==> config.mk <==
export PLATFORM = sky130hd
export DESIGN_NAME = exp_slot_decode
export DESIGN_NICKNAME = d
export VERILOG_FILES = /design/src/rtl/exp_pkg.sv /design/src/rtl/exp_region_dec.sv /design/src/rtl/exp_owner_track.sv /design/src/rtl/exp_sel_mux.sv /design/src/rtl/exp_slot_decode.sv
export SDC_FILE = /design/constraint.sdc
export NUM_CORES = 1
export LEC_CHECK = 0
export ABC_CLOCK_PERIOD_IN_PS = 2650
export CAP_MARGIN = 20
export CORE_MARGIN = 5
export CORE_UTILIZATION = 50
export CTS_BUF_LIST = sky130_fd_sc_hd__clkbuf_2
export CTS_CLUSTER_DIAMETER = 150
export CTS_CLUSTER_SIZE = 10
export DETAILED_ROUTE_END_ITERATION = 10
export DONT_BUFFER_PORTS = 1
export PLACE_DENSITY = 0.77
export SYNTH_ARGS = -nofsm -noshare
export SYNTH_HDL_FRONTEND = slang
export SYNTH_SLANG_ARGS = --single-unit
==> constraint.sdc <==
create_clock -name clk -period 2.65 [get_ports clk]
set_input_delay 0.1325 -clock clk [delete_from_list [all_inputs] [get_ports clk]]
set_output_delay 0.1325 -clock clk [all_outputs]
set_load 0.03 [all_outputs]
==> src/rtl/exp_pkg.sv <==
package exp_pkg;

    typedef enum logic [2:0] {
        RG_NONE,
        RG_INT,
        RG_DEV,
        RG_ROM,
        RG_XROM
    } region_e;

    typedef struct packed {
        logic       valid;
        logic [2:0] slot;
    } owner_t;

endpackage

==> src/rtl/exp_region_dec.sv <==
module exp_region_dec
    import exp_pkg::*;
#(
    parameter int AW = 16
) (
    input  logic [AW-1:0] addr,
    output region_e       region,
    output logic [2:0]    slot,
    output logic          is_release
);

    localparam logic [3:0] IO_NIBBLE = 4'hC;
    localparam logic [AW-1:0] RELEASE_ADDR = AW'(16'hCFFF);

    always_comb begin
        region = RG_NONE;
        slot   = 3'd0;
        if (addr[15:12] == IO_NIBBLE) begin
            if (addr[11]) begin
                region = RG_XROM;
            end else if (addr[10:8] != 3'd0) begin
                region = RG_ROM;
                slot   = addr[10:8];
            end else if (addr[7] && (addr[6:4] != 3'd0)) begin
                region = RG_DEV;
                slot   = addr[6:4];
            end else begin
                region = RG_INT;
            end
        end
        is_release = (addr == RELEASE_ADDR);
    end

endmodule

==> src/rtl/exp_owner_track.sv <==
module exp_owner_track
    import exp_pkg::*;
(
    input  logic    clk,
    input  logic    rst_n,
    input  logic    acc,
    input  region_e region,
    input  logic [2:0] slot,
    input  logic    is_release,
    output owner_t  owner
);

    owner_t owner_d, owner_q;

    always_comb begin
        owner_d = owner_q;
        if (acc) begin
            if (region == RG_ROM) begin
                owner_d.valid = 1'b1;
                owner_d.slot  = slot;
            end else if (is_release) begin
                owner_d.valid = 1'b0;
                owner_d.slot  = 3'd0;
            end
        end
    end

    always_ff @(posedge clk or negedge rst_n) begin
        if (!rst_n) begin
            owner_q <= '0;
        end else begin
            owner_q <= owner_d;
        end
    end

    assign owner = owner_q;

endmodule

==> src/rtl/exp_sel_mux.sv <==
module exp_sel_mux
    import exp_pkg::*;
#(
    parameter int          NSLOT    = 7,
    parameter int          DW       = 8,
    parameter int          AUX_SLOT = 3,
    parameter logic [DW-1:0] FILL   = '1
) (
    input  logic              acc,
    input  region_e           region,
    input  logic [2:0]        slot,
    input  owner_t            owner,
    input  logic [NSLOT*DW-1:0] slot_rdata,
    input  logic [NSLOT-1:0]  slot_fitted,
    input  logic [NSLOT-1:0]  xrom_fitted,
    input  logic              aux_present,
    input  logic [DW-1:0]     aux_rdata,
    output logic              int_sel,
    output logic [NSLOT-1:0]  dev_sel,
    output logic [NSLOT-1:0]  rom_sel,
    output logic [NSLOT-1:0]  xrom_sel,
    output logic              aux_xsel,
    output logic [DW-1:0]     rdata
);

    localparam logic [2:0] AUX_NUM = 3'(AUX_SLOT);

    logic xacc;
    assign xacc     = acc && (region == RG_XROM) && owner.valid;
    assign int_sel  = acc && (region == RG_INT);
    assign aux_xsel = xacc && aux_present && (owner.slot == AUX_NUM);

    for (genvar k = 0; k < NSLOT; k++) begin : g_slot
        localparam logic [2:0] SN     = 3'(k + 1);
        localparam bit         IS_AUX = ((k + 1) == AUX_SLOT);
        logic aux_shadow;
        assign aux_shadow  = IS_AUX && aux_present;
        assign dev_sel[k]  = acc && (region == RG_DEV) && (slot == SN);
        assign rom_sel[k]  = acc && (region == RG_ROM) && (slot == SN);
        assign xrom_sel[k] = xacc && (owner.slot == SN) && xrom_fitted[k] && !aux_shadow;
    end

    always_comb begin
        rdata = FILL;
        for (int k = 0; k < NSLOT; k++) begin
            if (((dev_sel[k] || rom_sel[k]) && slot_fitted[k]) || xrom_sel[k]) begin
                rdata = slot_rdata[k*DW +: DW];
            end
        end
        if (aux_xsel) begin
            rdata = aux_rdata;
        end
    end

endmodule

==> src/rtl/exp_slot_decode.sv <==
module exp_slot_decode
    import exp_pkg::*;
#(
    parameter int NSLOT    = 7,
    parameter int DW       = 8,
    parameter int AUX_SLOT = 3
) (
    input  logic              clk,
    input  logic              rst_n,
    input  logic [15:0]       addr,
    input  logic              rd_en,
    input  logic              wr_en,
    input  logic [NSLOT*DW-1:0] slot_rdata,
    input  logic [NSLOT-1:0]  slot_fitted,
    input  logic [NSLOT-1:0]  xrom_fitted,
    input  logic              aux_present,
    input  logic [DW-1:0]     aux_rdata,
    output logic              int_sel,
    output logic [NSLOT-1:0]  dev_sel,
    output logic [NSLOT-1:0]  rom_sel,
    output logic [NSLOT-1:0]  xrom_sel,
    output logic              aux_xsel,
    output logic [DW-1:0]     rdata
);

    logic       acc;
    region_e    region;
    logic [2:0] slot;
    logic       is_release;
    owner_t     owner_q;

    assign acc = rd_en || wr_en;

    exp_region_dec #(.AW(16)) u_dec (
        .addr       (addr),
        .region     (region),
        .slot       (slot),
        .is_release (is_release)
    );

    exp_owner_track u_own (
        .clk        (clk),
        .rst_n      (rst_n),
        .acc        (acc),
        .region     (region),
        .slot       (slot),
        .is_release (is_release),
        .owner      (owner_q)
    );

    exp_sel_mux #(
        .NSLOT    (NSLOT),
        .DW       (DW),
        .AUX_SLOT (AUX_SLOT),
        .FILL     ({DW{1'b1}})
    ) u_mux (
        .acc         (acc),
        .region      (region),
        .slot        (slot),
        .owner       (owner_q),
        .slot_rdata  (slot_rdata),
        .slot_fitted (slot_fitted),
        .xrom_fitted (xrom_fitted),
        .aux_present (aux_present),
        .aux_rdata   (aux_rdata),
        .int_sel     (int_sel),
        .dev_sel     (dev_sel),
        .rom_sel     (rom_sel),
        .xrom_sel    (xrom_sel),
        .aux_xsel    (aux_xsel),
        .rdata       (rdata)
    );

endmodule

==> flow_summary.ini <==
[sta]
finalCritPeriodShare_pct = 93.0
relSlewSlack_pct = 52.1
setup-tns-final_ns = 0
slew_viol_final = 0
skew_ns = 0
tightest_slew_ns = 0.716
rsz0062_at_grt = no
setup_viol = 0
hold_viol = 0
fmax_ghz = 0.406
period_minus_slack_ns = 2.46

[critical_path]
crit_fanout = 8
endpoint_kind = output pin
cp_cell_sequence = o2111ai_1 > nor4_1 > a41oi_2 > o22a_1 > a221oi_1 > a21oi_1 > buf_4
setup.worst_path.start = u_own.owner[2]
max_stage_delay_ns = 0.43
cp_num_buf_inv = 1
worstSetupPathType = flop to output pin
arrival_ns = 2.33
slowest_stage = nor4_1
required_ns = 2.52
r2r_start = u_own.owner[0]
cp_top_family = compound AO/OA/AOI/OAI gates
start_kind = flop

[grt]
grt_overflow_total = 0
antenna_found_initial = 0
grt_max_degree = 12
grt_usage_pct = 27.6
grt_pass1_vias = 1499
grt_pass1_wl_um = 7340

[clock_tree]
clk_latency_ns = 0.22
cts_sinks = 4
cts_inserted_buffers = 3
postCtsSetupRepairBufs = 0
post_cts_resized = 0
cts.clk_slew.worst_paths_ns = 0.04
cts_root_buffer = clkbuf_2
cts_tree = yes
htree_levels = 1
cts_buffer_depth = 2

[hold_path]
hp-class = input port to flop
hp-start = addr[8]

[floorplan]
die_x_um = 58.4
initial_core_util_pct = 52.4
dieArea_um2 = 3410
boundaryPins = 130
rows = 17
core_um2 = 2230
die_h_um = 58.4

[synth]
synth_nets = 253
yosys.cell_types.count = 53
avgSynthCellArea_um2 = 7.60
async_reset_ff_share_pct = 100
synth_edf_count = 0
yosysSeqAreaShare_pct = 8.56
synth_seq_cells = 4
syn_inst = 154
syn_area_um2 = 1170
synth-main-ff-cell = dfrtp_1
ys_warn_count = 0

[finish]
diodes = 0
layout_commonest_cell = nor2_1
nets = 272
largest_reg_flops = 4
drive_above_1_share_pct = 22.2
layout_common_cells = 21 x nor2_1, 19 x nand2_1, 19 x buf_4
syn_to_final_growth_pct = 14.3
fin_cells = 199

[route]
drtIter0Drc = 94
vias_per_cell = 7.60
wire_per_inst_um = 25.1
drc = 0
dr.pass1.iters = 4
drt-total-wl_um = 4990
route.vias.total = 1512
ant_nets = 0

[place]
hpwl_um = 4350
portBuffers = 0
placedCellCount = 195
place.gp.congestion = 0.989

[pwr]
p_leak_nw = 0.440
ir_drop_mv = 0.204
p_per_area_nw_per_um2 = 180

[run]
drv_cap = 0

[outcome]
status = completed
## metal layers
layer / GRT usage, % / up-vias / part of all wire (%)
met5: 0 / - / 0
met4: 11.6 / 0 / 3.3
met3: 6.58 / 15 / 12
met2: 46.7 / 128 / 50
met1: 33.1 / 690 / 34
li1: - / 679 / -
## Yosys cell counts (2+ instances only)
cell | count | area (µm²)
nor4_2 | 3 | 37.5
o21a_1 | 2 | 15.0
o22a_1 | 8 | 70.1
nor4_1 | 5 | 31.3
nand2b_1 | 2 | 12.5
nor3_1 | 2 | 10.0
nor2_1 | 21 | 78.8
nand3_1 | 3 | 15.0
o221ai_1 | 7 | 61.3
a22oi_1 | 9 | 67.6
a221oi_1 | 5 | 43.8
buf_2 | 3 | 15.0
and4_1 | 2 | 17.5
nand2_1 | 19 | 71.3
nand3b_1 | 2 | 15.0
nand4bb_1 | 3 | 33.8
inv_1 | 3 | 11.3
o21ai_0 | 2 | 10.0
a22o_1 | 6 | 52.6
a31oi_4 | 2 | 42.5
a21oi_1 | 5 | 25.0
and3_1 | 3 | 18.8
nand4_1 | 2 | 12.5
a31oi_1 | 2 | 12.5
and2_1 | 2 | 12.5
dfrtp_1 | 4 | 100
## power breakdown
| group | total (W) | switching [W] | internal [W] |
|---|---|---|---|
| clock | 0.0000562 | 0.0000258 | 0.0000303 |
| sequential | 0.0000990 | 0.0000237 | 0.0000752 |
| combinational | 0.0000857 | 0.0000461 | 0.0000396 |
| total | 0.000241 | 0.0000956 | 0.000145 |
## cells by family after synthesis
kind of cell	after synthesis	synth area share, %
and+or+nand+nor	79	40.9
AOI/OAI and AO/OA	62	46.6
buffers and inverters	9	3.96
DFF	4	8.56
## worst paths after layout
path	end	slack (ns)	depth (start not counted)
max	rdata[4]	0.19	7
min	u_own.owner[0]	0.07	1
max reg2reg	u_own.owner[0]	1.87	1
min reg2reg	u_own.owner[3]	0.58	1
max in group asynchronous	u_own.owner[3]	2.28	1
min in group asynchronous	u_own.owner[2]	0.19	1
## metrics by stage
stage	utilization (%)	worst slack (ns)	total power, W	cell area (µm²)	hold slack, ns
after CTS	59.9	0.243	0.000238	1340	0.0724
final	59.9	0.185	0.000241	1340	0.0698
after detailed placement	58.8	0.497	0.000181	1310	-0.163
after floorplan	-	0.0556	0.000161	1170	-0.163
after global placement	58.8	0.510	0.000175	1310	-0.163
after global routing	59.9	0.0638	0.000258	1340	0.0591
## timing repair
item,4_1_cts,5_1_grt
hold buffers,1,0
endpoints found under the hold margin,4,0
endpoints found under the setup margin,0,0
## area by class of cell
class,instances,area (µm²)
Inverter,3,11.3
Tap cell,28,35.0
Timing Repair Buffer,20,153
Clock buffer,3,15.0
Fill cell,223,896
Multi-Input combinational cell,141,1020
Sequential cell,4,100
No activity file was read; power rests on OpenSTA's default activity.
